**config.mk**
```make
export PLATFORM = sky130hd
export DESIGN_NAME = flash_status_ctrl
export DESIGN_NICKNAME = d
export VERILOG_FILES = /design/src/rtl/fsc_pkg.sv /design/src/rtl/fsc_cmd_decode.sv /design/src/rtl/fsc_busy_timer.sv /design/src/rtl/fsc_status_flags.sv /design/src/rtl/flash_status_ctrl.sv
export SDC_FILE = /design/constraint.sdc
export NUM_CORES = 1
export LEC_CHECK = 0
export ABC_AREA = 1
export BUFFER_PORTS_ARGS = -buffer_cell sky130_fd_sc_hd__buf_2
export CORE_MARGIN = 5
export CORE_UTILIZATION = 58
export CTS_CLUSTER_DIAMETER = 120
export DETAILED_ROUTE_END_ITERATION = 7
export PLACE_DENSITY = 0.91
export SYNTH_ARGS = -nofsm -noshare
export SYNTH_HDL_FRONTEND = slang
export SYNTH_HIERARCHICAL = 1
export SYNTH_SLANG_ARGS = --single-unit
```
**constraint.sdc**
```tcl
create_clock -name clk -period 2.7 [get_ports clk]
set_clock_uncertainty 0.15 [all_clocks]
set_input_delay 0 -clock clk [delete_from_list [all_inputs] [get_ports clk]]
set_output_delay 0 -clock clk [all_outputs]
set_load 0.005 [all_outputs]
```
**src/rtl/fsc_pkg.sv**
```systemverilog
package fsc_pkg;

    localparam logic [7:0] OPC_READ_STAT = 8'h70;
    localparam logic [7:0] OPC_CLEAR     = 8'h50;
    localparam logic [7:0] OPC_ARRAY     = 8'hFF;
    localparam logic [7:0] OPC_PROG      = 8'h41;
    localparam logic [7:0] OPC_LOCK      = 8'h77;
    localparam logic [7:0] OPC_ERASE_BLK = 8'h20;
    localparam logic [7:0] OPC_ERASE_ALL = 8'hA7;

    typedef enum logic [2:0] {
        K_NONE,
        K_READ_STAT,
        K_CLEAR,
        K_ARRAY,
        K_PROG,
        K_LOCK,
        K_ERASE_BLK,
        K_ERASE_ALL
    } cmd_kind_t;

    typedef enum logic [1:0] {
        ST_IDLE,
        ST_RUN,
        ST_LOCKED
    } fsm_t;

    typedef enum logic {
        OP_PROGRAM,
        OP_ERASE
    } op_class_t;

    localparam int STAT_READY_BIT = 7;
    localparam int STAT_ERASE_BIT = 5;
    localparam int STAT_PROG_BIT  = 4;
    localparam int STAT_OVER_BIT  = 3;

endpackage

```
**src/rtl/fsc_cmd_decode.sv**
```systemverilog
module fsc_cmd_decode
    import fsc_pkg::*;
(
    input  logic       valid,
    input  logic [7:0] code,
    output cmd_kind_t  kind,
    output logic       is_op
);

    always_comb begin
        kind = K_NONE;
        if (valid) begin
            unique case (code)
                OPC_READ_STAT: kind = K_READ_STAT;
                OPC_CLEAR:     kind = K_CLEAR;
                OPC_ARRAY:     kind = K_ARRAY;
                OPC_PROG:      kind = K_PROG;
                OPC_LOCK:      kind = K_LOCK;
                OPC_ERASE_BLK: kind = K_ERASE_BLK;
                OPC_ERASE_ALL: kind = K_ERASE_ALL;
                default:       kind = K_NONE;
            endcase
        end
    end

    assign is_op = (kind == K_PROG) || (kind == K_LOCK) ||
                   (kind == K_ERASE_BLK) || (kind == K_ERASE_ALL);

endmodule

```
**src/rtl/fsc_busy_timer.sv**
```systemverilog
module fsc_busy_timer #(
    parameter int CNT_W = 8
) (
    input  logic             clk,
    input  logic             rst_n,
    input  logic             load,
    input  logic [CNT_W-1:0] len,
    input  logic             run,
    output logic             last
);

    localparam logic [CNT_W-1:0] ONE = {{(CNT_W-1){1'b0}}, 1'b1};

    logic [CNT_W-1:0] cnt_q;

    always_ff @(posedge clk or negedge rst_n) begin
        if (!rst_n) begin
            cnt_q <= '0;
        end else if (load) begin
            cnt_q <= (len == '0) ? ONE : len;
        end else if (run && cnt_q != '0) begin
            cnt_q <= cnt_q - ONE;
        end
    end

    assign last = run && (cnt_q == ONE);


    load_nonzero_chk: assert property (@(posedge clk) disable iff (!rst_n)
        load |=> (cnt_q != '0));

endmodule

```
**src/rtl/fsc_status_flags.sv**
```systemverilog
module fsc_status_flags
    import fsc_pkg::*;
(
    input  logic       clk,
    input  logic       rst_n,
    input  logic       commit,
    input  op_class_t  op_cls,
    input  logic [1:0] result,
    input  logic       clear,
    output logic       err_erase,
    output logic       err_prog,
    output logic       err_over
);

    logic set_erase, set_prog, set_over;

    always_comb begin
        set_erase = 1'b0;
        set_prog  = 1'b0;
        set_over  = 1'b0;
        if (commit) begin
            unique case (op_cls)
                OP_ERASE:   set_erase = result[0];
                OP_PROGRAM: begin
                    set_over = (result == 2'b10);
                    set_prog = result[0];
                end
            endcase
        end
    end

    always_ff @(posedge clk or negedge rst_n) begin
        if (!rst_n) begin
            err_erase <= 1'b0;
            err_prog  <= 1'b0;
            err_over  <= 1'b0;
        end else if (clear) begin
            err_erase <= 1'b0;
            err_prog  <= 1'b0;
            err_over  <= 1'b0;
        end else begin
            err_erase <= err_erase | set_erase;
            err_prog  <= err_prog  | set_prog;
            err_over  <= err_over  | set_over;
        end
    end


    clear_zeroes_chk: assert property (@(posedge clk) disable iff (!rst_n)
        clear |=> !(err_erase || err_prog || err_over));


    over_only_chk: assert property (@(posedge clk) disable iff (!rst_n)
        (commit && op_cls == OP_PROGRAM && result == 2'b10) |=> (err_over && !err_prog && !err_erase));


    sticky_chk: assert property (@(posedge clk) disable iff (!rst_n)
        (!clear && err_prog) |=> err_prog);

endmodule

```
**src/rtl/flash_status_ctrl.sv**
```systemverilog
module flash_status_ctrl
    import fsc_pkg::*;
#(
    parameter int CNT_W = 8
) (
    input  logic             clk,
    input  logic             rst_n,
    input  logic             cmd_valid,
    input  logic [7:0]       cmd_byte,
    input  logic [CNT_W-1:0] busy_cycles,
    input  logic [1:0]       prog_result,
    input  logic [1:0]       erase_result,
    output logic [7:0]       status_out,
    output logic             busy,
    output logic             reject
);

    cmd_kind_t  kind;
    logic       is_op;
    fsm_t       state_q, state_d;
    op_class_t  cls_q;
    logic [1:0] res_q;
    logic       tmr_last;
    logic       err_erase, err_prog, err_over;
    logic       rdmode_q, rdmode_d;
    logic       reject_q, reject_d;
    logic       start, clear_fire, fail_now;
    logic [7:0] stat_w;

    fsc_cmd_decode u_dec (
        .valid (cmd_valid),
        .code  (cmd_byte),
        .kind  (kind),
        .is_op (is_op)
    );

    assign start      = (state_q == ST_IDLE) && is_op;
    assign clear_fire = (kind == K_CLEAR) && (state_q != ST_RUN);
    assign fail_now   = (cls_q == OP_PROGRAM) ? (res_q != 2'b00) : res_q[0];

    fsc_busy_timer #(.CNT_W(CNT_W)) u_tmr (
        .clk   (clk),
        .rst_n (rst_n),
        .load  (start),
        .len   (busy_cycles),
        .run   (state_q == ST_RUN),
        .last  (tmr_last)
    );

    fsc_status_flags u_flags (
        .clk       (clk),
        .rst_n     (rst_n),
        .commit    (tmr_last),
        .op_cls    (cls_q),
        .result    (res_q),
        .clear     (clear_fire),
        .err_erase (err_erase),
        .err_prog  (err_prog),
        .err_over  (err_over)
    );

    // operation context latched on acceptance
    always_ff @(posedge clk or negedge rst_n) begin
        if (!rst_n) begin
            cls_q <= OP_PROGRAM;
            res_q <= 2'b00;
        end else if (start) begin
            if (kind == K_ERASE_BLK || kind == K_ERASE_ALL) begin
                cls_q <= OP_ERASE;
                res_q <= erase_result;
            end else begin
                cls_q <= OP_PROGRAM;
                res_q <= prog_result;
            end
        end
    end

    // next-state logic
    always_comb begin
        state_d = state_q;
        unique case (state_q)
            ST_IDLE:   if (is_op) state_d = ST_RUN;
            ST_RUN:    if (tmr_last) state_d = fail_now ? ST_LOCKED : ST_IDLE;
            ST_LOCKED: if (kind == K_CLEAR) state_d = ST_IDLE;
            default:   state_d = ST_IDLE;
        endcase
    end

    // state register
    always_ff @(posedge clk or negedge rst_n) begin
        if (!rst_n) state_q <= ST_IDLE;
        else        state_q <= state_d;
    end

    // output-side decisions
    always_comb begin
        rdmode_d = rdmode_q;
        reject_d = 1'b0;
        unique case (state_q)
            ST_IDLE: begin
                if (kind == K_READ_STAT) rdmode_d = 1'b1;
                if (kind == K_ARRAY)     rdmode_d = 1'b0;
            end
            ST_RUN: begin
                if (kind == K_READ_STAT) rdmode_d = 1'b1;
                reject_d = is_op || (kind == K_CLEAR) || (kind == K_ARRAY);
            end
            ST_LOCKED: begin
                if (kind == K_READ_STAT) rdmode_d = 1'b1;
                if (kind == K_ARRAY)     rdmode_d = 1'b0;
                reject_d = is_op;
            end
            default: ;
        endcase
    end

    // output registers
    always_ff @(posedge clk or negedge rst_n) begin
        if (!rst_n) begin
            rdmode_q <= 1'b0;
            reject_q <= 1'b0;
        end else begin
            rdmode_q <= rdmode_d;
            reject_q <= reject_d;
        end
    end

    always_comb begin
        stat_w = 8'h00;
        stat_w[STAT_READY_BIT] = (state_q != ST_RUN);
        stat_w[STAT_ERASE_BIT] = err_erase;
        stat_w[STAT_PROG_BIT]  = err_prog;
        stat_w[STAT_OVER_BIT]  = err_over;
    end

    assign status_out = rdmode_q ? stat_w : 8'h00;
    assign busy       = (state_q == ST_RUN);
    assign reject     = reject_q;


    locked_matches_flags_chk: assert property (@(posedge clk) disable iff (!rst_n)
        (state_q == ST_LOCKED) == (err_erase || err_prog || err_over));


    lockout_refuse_chk: assert property (@(posedge clk) disable iff (!rst_n)
        (state_q == ST_LOCKED && is_op) |=> (!busy && reject));


    busy_from_cmd_chk: assert property (@(posedge clk) disable iff (!rst_n)
        $rose(busy) |-> $past(cmd_valid));


    busy_clear_ignored_chk: assert property (@(posedge clk) disable iff (!rst_n)
        (state_q == ST_RUN && !tmr_last && kind == K_CLEAR) |=> (busy && $stable(stat_w)));


    reserved_zero_chk: assert property (@(posedge clk) disable iff (!rst_n)
        (status_out & 8'h47) == 8'h00);


    reject_cause_chk: assert property (@(posedge clk) disable iff (!rst_n)
        reject |-> $past(cmd_valid));

endmodule

```
# After elaboration in Yosys (flattened, before gate mapping)
# Index checks and enable logic that the tools add are counted.
# W data, S select, Z words.
[totals]
register_bits = 18
elab_cells = 80
in_bits = 23
[classes]
muxes = 27
add_sub_neg = 1
n_reduce_logical = 18
n_bitwise = 3
eq_ne = 22
[op_table]
columns = ["operator", "count"]
rows = [
  ["$eq A8 B7 Y1 const B", 4],
  ["$mux W8", 4],
  ["$pmux W3 S7", 1],
  ["$eq A8 B8 Y1 const B", 2],
  ["$mux W1", 13],
  ["$eq A3 B3 Y1 const B", 4],
  ["$mux W2", 5],
  ["$eq A8 B1 Y1 const B", 1],
  ["$eq A8 B6 Y1 const B", 1],
  ["$logic_not A8 Y1", 1],
  ["$reduce_bool A8 Y1", 1],
  ["$sub A8 B1 Y8 const B", 1],
  ["$eq A3 B2 Y1 const B", 2],
  ["$logic_or A1 B1 Y1", 6],
  ["$ne A2 B2 Y1 const B", 3],
  ["$pmux W2 S3", 1],
  ["$reduce_bool A2 Y1", 3],
  ["$eq A2 B2 Y1 const B", 2],
  ["$logic_and A1 B1 Y1", 4],
  ["$pmux W1 S2", 2],
  ["$eq A3 B1 Y1 const B", 1],
  ["$mux W3", 1],
  ["$or A1 B1 Y1", 3],
  ["$reduce_and A3 Y1", 1],
  ["4 further kinds", 4],
]

# Logic depth before layout (Yosys ltp)
[depth]
ltp_word = 10
mapped_depth = 14

# By module
# Netlist, hierarchy kept.
[by_module_without_submodules]
columns = ["mod", "area_per_inst_um2", "instances", "cells_per_inst"]
rows = [
  ["fsc_busy_timer", 631.9, 1, 93],
  ["flash_status_ctrl", 504.2, 1, 69],
  ["fsc_cmd_decode", 226.5, 1, 52],
  ["fsc_status_flags", 131.4, 1, 16],
]

# Least setup slack after synthesis
# No wires, ideal clock.
[synth_timing]
path_type = "register to register"
start = "register state_q[1]"
end = "register state_q[1]"
path_stages_with_launch = 12
setup_slack_ps = 977
path_buffers = 0
required_ps = 2433
setup_ps = 117
t_arrival_ps = 1456
period_less_slack_ps = 1723
cell_sequence = "dfrtp_1 > inv_1 > ha_1 > nand3_1 > nor2_1 > inv_1 > nand2_1 > nand2_1 > inv_2 > nand2_2 > nand2_1 > nand2_1"
[synth_between]
elab_chain_len = 4
word_cells_on_any_way = 9
classes_between = "5 x eq/ne; 1 x mux; 3 x reduce/logical"
[synth_rtl]
columns = ["item", "line", "rtl"]
rows = [
  ["start, declared", "flash_status_ctrl.sv:20", "fsm_t state_q, state_d;"],
  ["start signal, assigned", "flash_status_ctrl.sv:92", "else state_q <= state_d;"],
  ["$eq A2 B1 Y1", "-", ""],
  ["named net busy", "flash_status_ctrl.sv:14", "output logic busy,"],
  ["$logic_and A1 B1 Y1", "fsc_busy_timer.sv:26", "assign last = run && (cnt_q == ONE);"],
  ["named net tmr_last", "flash_status_ctrl.sv:23", "logic tmr_last;"],
  ["$ne A2 B2 Y1 (no source line)", "-", ""],
  ["$reduce_and A3 Y1 (no source line)", "-", ""],
]
# The timed path passes the listed nets, and every way through them passes these cells.
# A chain may end at the register's enable or synchronous reset.

# Worst setup path after layout
[layout_timing]
start = "input port cmd_valid"
end = "register res_q[0]"
[layout_between]
elab_chain_len = 6
word_cells_on_any_way = 11
classes_between = "4 x eq/ne; 2 x mux; 5 x reduce/logical"
[layout_rtl]
columns = ["item", "line", "rtl"]
rows = [
  ["start, declared", "flash_status_ctrl.sv:8", "input logic cmd_valid,"],
  ["$mux W3 *", "fsc_cmd_decode.sv:12", "if (valid) begin"],
  ["$eq A3 B3 Y1", "fsc_cmd_decode.sv:26", "assign is_op = (kind == K_PROG) || (kind == K_LOCK) ||"],
  ["$logic_or A1 B1 Y1 (2 in a row)", "fsc_cmd_decode.sv:26", ""],
  ["$logic_or A1 B1 Y1 *", "fsc_cmd_decode.sv:27", "(kind == K_ERASE_BLK) || (kind == K_ERASE_ALL);"],
  ["named net is_op", "flash_status_ctrl.sv:19", "logic is_op;"],
  ["$logic_and A1 B1 Y1 *", "flash_status_ctrl.sv:37", "assign start = (state_q == ST_IDLE) && is_op;"],
  ["named net start", "flash_status_ctrl.sv:27", "logic start, clear_fire, fail_now;"],
  ["end signal, assigned", "flash_status_ctrl.sv:70", "res_q <= erase_result;"],
  ["end signal, assigned", "flash_status_ctrl.sv:73", "res_q <= prog_result;"],
  ["end, declared", "flash_status_ctrl.sv:22", "logic [1:0] res_q;"],
]
# Mark *: on every way through the listed nets, which the timed path passes. The rest lies on a longest branch.

==> flow_metrics.py <==
metrics = {
    "worst_setup_path": {
        "crit_arrival_ps": 2260,
        "worstSetupEndpointType": "flip-flop",
        "crit_fanout": 15,
        "start_kind": "input pin",
        "cp.required_ps": 2800,
        "critPathKind": "input pin to flip-flop",
    },
    "power": {
        "p_leak_nw": 0.9738,
        "switching_share_pct": 47.05,
        "vdd_drop_max_v": 0.0005533,
        "combPwrFrac_pct": 54.5,
        "p_sw_mw": 0.6749,
        "pwr-share-seq_pct": 33.3,
        "clkPwrFrac_pct": 12.2,
        "internal_power_mw": 0.7596,
        "p_per_area_nw_per_um2": 785.2,
    },
    "place": {
        "dp.cells": 285,
        "gp_congestion": 0.8182,
        "place_hpwl_um": 2549,
        "portBuffers": 28,
        "dp_slack_ps": 607.3,
    },
    "timing": {
        "max_freq_mhz": 462.5,
        "timing.hold.ws_ps": 217.9,
        "hold_viol": 0,
        "min_period_ps": 2162,
        "final_max_slew_viol_count": 0,
        "fin_crit_sh_pct": 80.08,
        "rsz0062_at_grt": "false",
        "tightest_slew_ps": 801.2,
        "finalWorstSetupSlack_ps": 537.8,
        "setup_viol": 0,
        "fin_tns_setup_ps": 0,
        "maxSlewHeadroom_pct": 46.41,
    },
    "clock_network": {
        "cts_setup_buffers": 0,
        "cts_max_level": 1,
        "cts_buffers": 3,
        "cts_buffer_depth": 2,
        "root_buffer": "clkbuf_4",
        "path_clk_slew_ps": 100,
        "cts_sinks": 18,
        "clk_latency_ps": 320,
        "cts_tree": "built",
    },
    "die": {
        "core_area_um2": 2477,
        "initial_core_util_pct": 60.30,
        "ios": 33,
        "dieArea_um2": 3691,
        "die_h_um": 60.75,
        "fp.dieW_um": 60.75,
        "std_cell_rows": 18,
    },
    "detailed_routing": {
        "drt_first_iter_violations": 76,
        "dr_total_vias": 1552,
        "wl_per_cell_um": 11.90,
        "vias_per_cell": 5.105,
        "wl_um": 3618,
        "antenna_left": 0,
        "firstDrtPassIters": 4,
        "route.detailed.drc": 0,
    },
    "layout": {
        "final_cell_mix": "nand2_1 (65), inv_1 (34), nor2_1 (30)",
        "stdcell_count": 304,
        "fin_nets": 305,
        "drive_gt1_share_pct": 21.17,
        "final_common_cell": "nand2_1",
        "num_antenna_cells": 0,
        "syn_to_final_growth_pct": 22.28,
    },
    "yosys": {
        "syn_inst": 230,
        "synth_area_um2": 1494,
        "yosys_warnings": 6,
        "ys.flop_type": "dfrtp_1",
        "synth_edf_count": 0,
        "synth-async-reset-ratio_pct": 100.0,
        "syn_area_per_cell_um2": 6.495,
        "seq_area_frac_synth_pct": 30.15,
        "synth_cell_types": 26,
        "ys_ff_latch": 18,
    },
    "global_route": {
        "met2_usage_pct": 37.40,
        "grt_usage_pct": 22.20,
        "grt_pass1_wl_um": 6147,
        "grt_pass1_vias": 1453,
        "grt_overflow": 0,
        "gr-usage-met3_pct": 2.979,
        "top_usage_layer": "met2",
        "use_met1_pct": 28.27,
        "grt_max_degree": 19,
        "antenna_found_initial": 0,
    },
    "outcome": {
        "status": "complete, no violations",
    },
    "run": {
        "maxCapViolCount": 0,
    },
    "hold_path": {
        "hp-class": "input pin to flip-flop",
    },
}
-- through the flow --
stage	instance area (um^2)	total power, mW	util, %
2_1_floorplan	1505	1.030	-
3_3_place_gp	1640	1.180	66.21
3_5_place_dp	1640	1.214	66.21
4_1_cts	1827	1.416	73.74
5_1_grt	1827	1.554	73.74
6_report	1827	1.434	73.74
-- worst max-delay path, cell delays in order --
cell           delay (ps)
dlygate4sd3_1         520
buf_2                  90
inv_1                  50
nor2_1                340
nand2_1               180
inv_2                 240
o21ai_1               110
o22ai_1               150
dlygate4sd3_1         580
-- registers in the layout (all words and copies together) (netlist names) --
name / flops
res_q: 2
rdmode_q: 1
u_tmr/cnt_q: 8
cls_q: 1
state_q: 2
u_flags/err_erase: 1
u_flags/err_over: 1
u_flags/err_prog: 1
reject: 1
-- cells in the mapped netlist, types with 2 or more instances --
cell | n | share of area, %
o21ai_0 | 6 | 2.0
a21oi_1 | 8 | 2.7
nor2_4 | 2 | 1.5
nor2_2 | 5 | 2.1
nand2_2 | 8 | 3.4
nand2_4 | 2 | 1.5
inv_2 | 4 | 1.0
buf_4 | 5 | 2.5
inv_1 | 34 | 8.5
ha_1 | 7 | 5.9
nand4_1 | 4 | 1.7
nor2_1 | 30 | 7.5
dfrtp_1 | 18 | 30
o21ai_1 | 2 | 0.67
nand3_1 | 19 | 6.4
nand2_1 | 65 | 16
o21ai_2 | 2 | 1.2
-- power by group through the flow --
stage,clock network [mW],logic [mW],registers (mW)
finish,0.175,0.782,0.478
global route,0.181,0.885,0.488
CTS,0.176,0.769,0.471
detailed placement,0,0.737,0.477
global placement,0,0.709,0.471
floorplan,0,0.581,0.449
-- routing by layer --
layer,routed length (um),vias to the layer above
met5,0,-
met4,78,0
met3,268,7
met2,1774,60
met1,1497,697
li1,-,788
-- logic make-up after synthesis --
family | share of synthesized area (%)
adders and majority gates | 5.862
AOI/OAI and AO/OA | 8.544
buffers and inverters | 12.39
xor gates and xnor gates | 0.5864
other | 0.2510
and+or+nand+nor | 42.21
DFF | 30.15
-- final timing paths --
check | start | endpoint | slack [ps] | cells after the start
setup reg to reg | state_q[0]$_DFFE_PN0P_ | res_q[0]$_DFFE_PN0P_ | 550 | 7
max in group asynchronous | rst_n | u_tmr/cnt_q[6]$_DFFE_PN0P_ | 1230 | 3
hold reg to reg | u_flags/err_prog$_DFF_PN0_ | u_flags/err_prog$_DFF_PN0_ | 380 | 2
setup / recovery | cmd_valid | res_q[0]$_DFFE_PN0P_ | 540 | 9
hold / removal | cmd_byte[7] | rdmode_q$_DFFE_PN0P_ | 220 | 9
min in group asynchronous | rst_n | u_tmr/cnt_q[7]$_DFFE_PN0P_ | 670 | 3
-- what timing repair did --
item	4_1_cts	5_1_grt
hold buffers	15	0
hold endpoints to repair	29	0
resized for setup	0	0
-- area by class of cell --
cell class                      count  area [um^2]
Fill cell                         202        650.6
Timing Repair Buffer               43        290.3
Inverter                           38        142.6
Sequential cell                    18        450.4
Multi-Input combinational cell    171        869.6
Clock buffer                        4        36.28
Tap cell                           30        37.54
No activity file was read; power rests on OpenSTA's default activity.
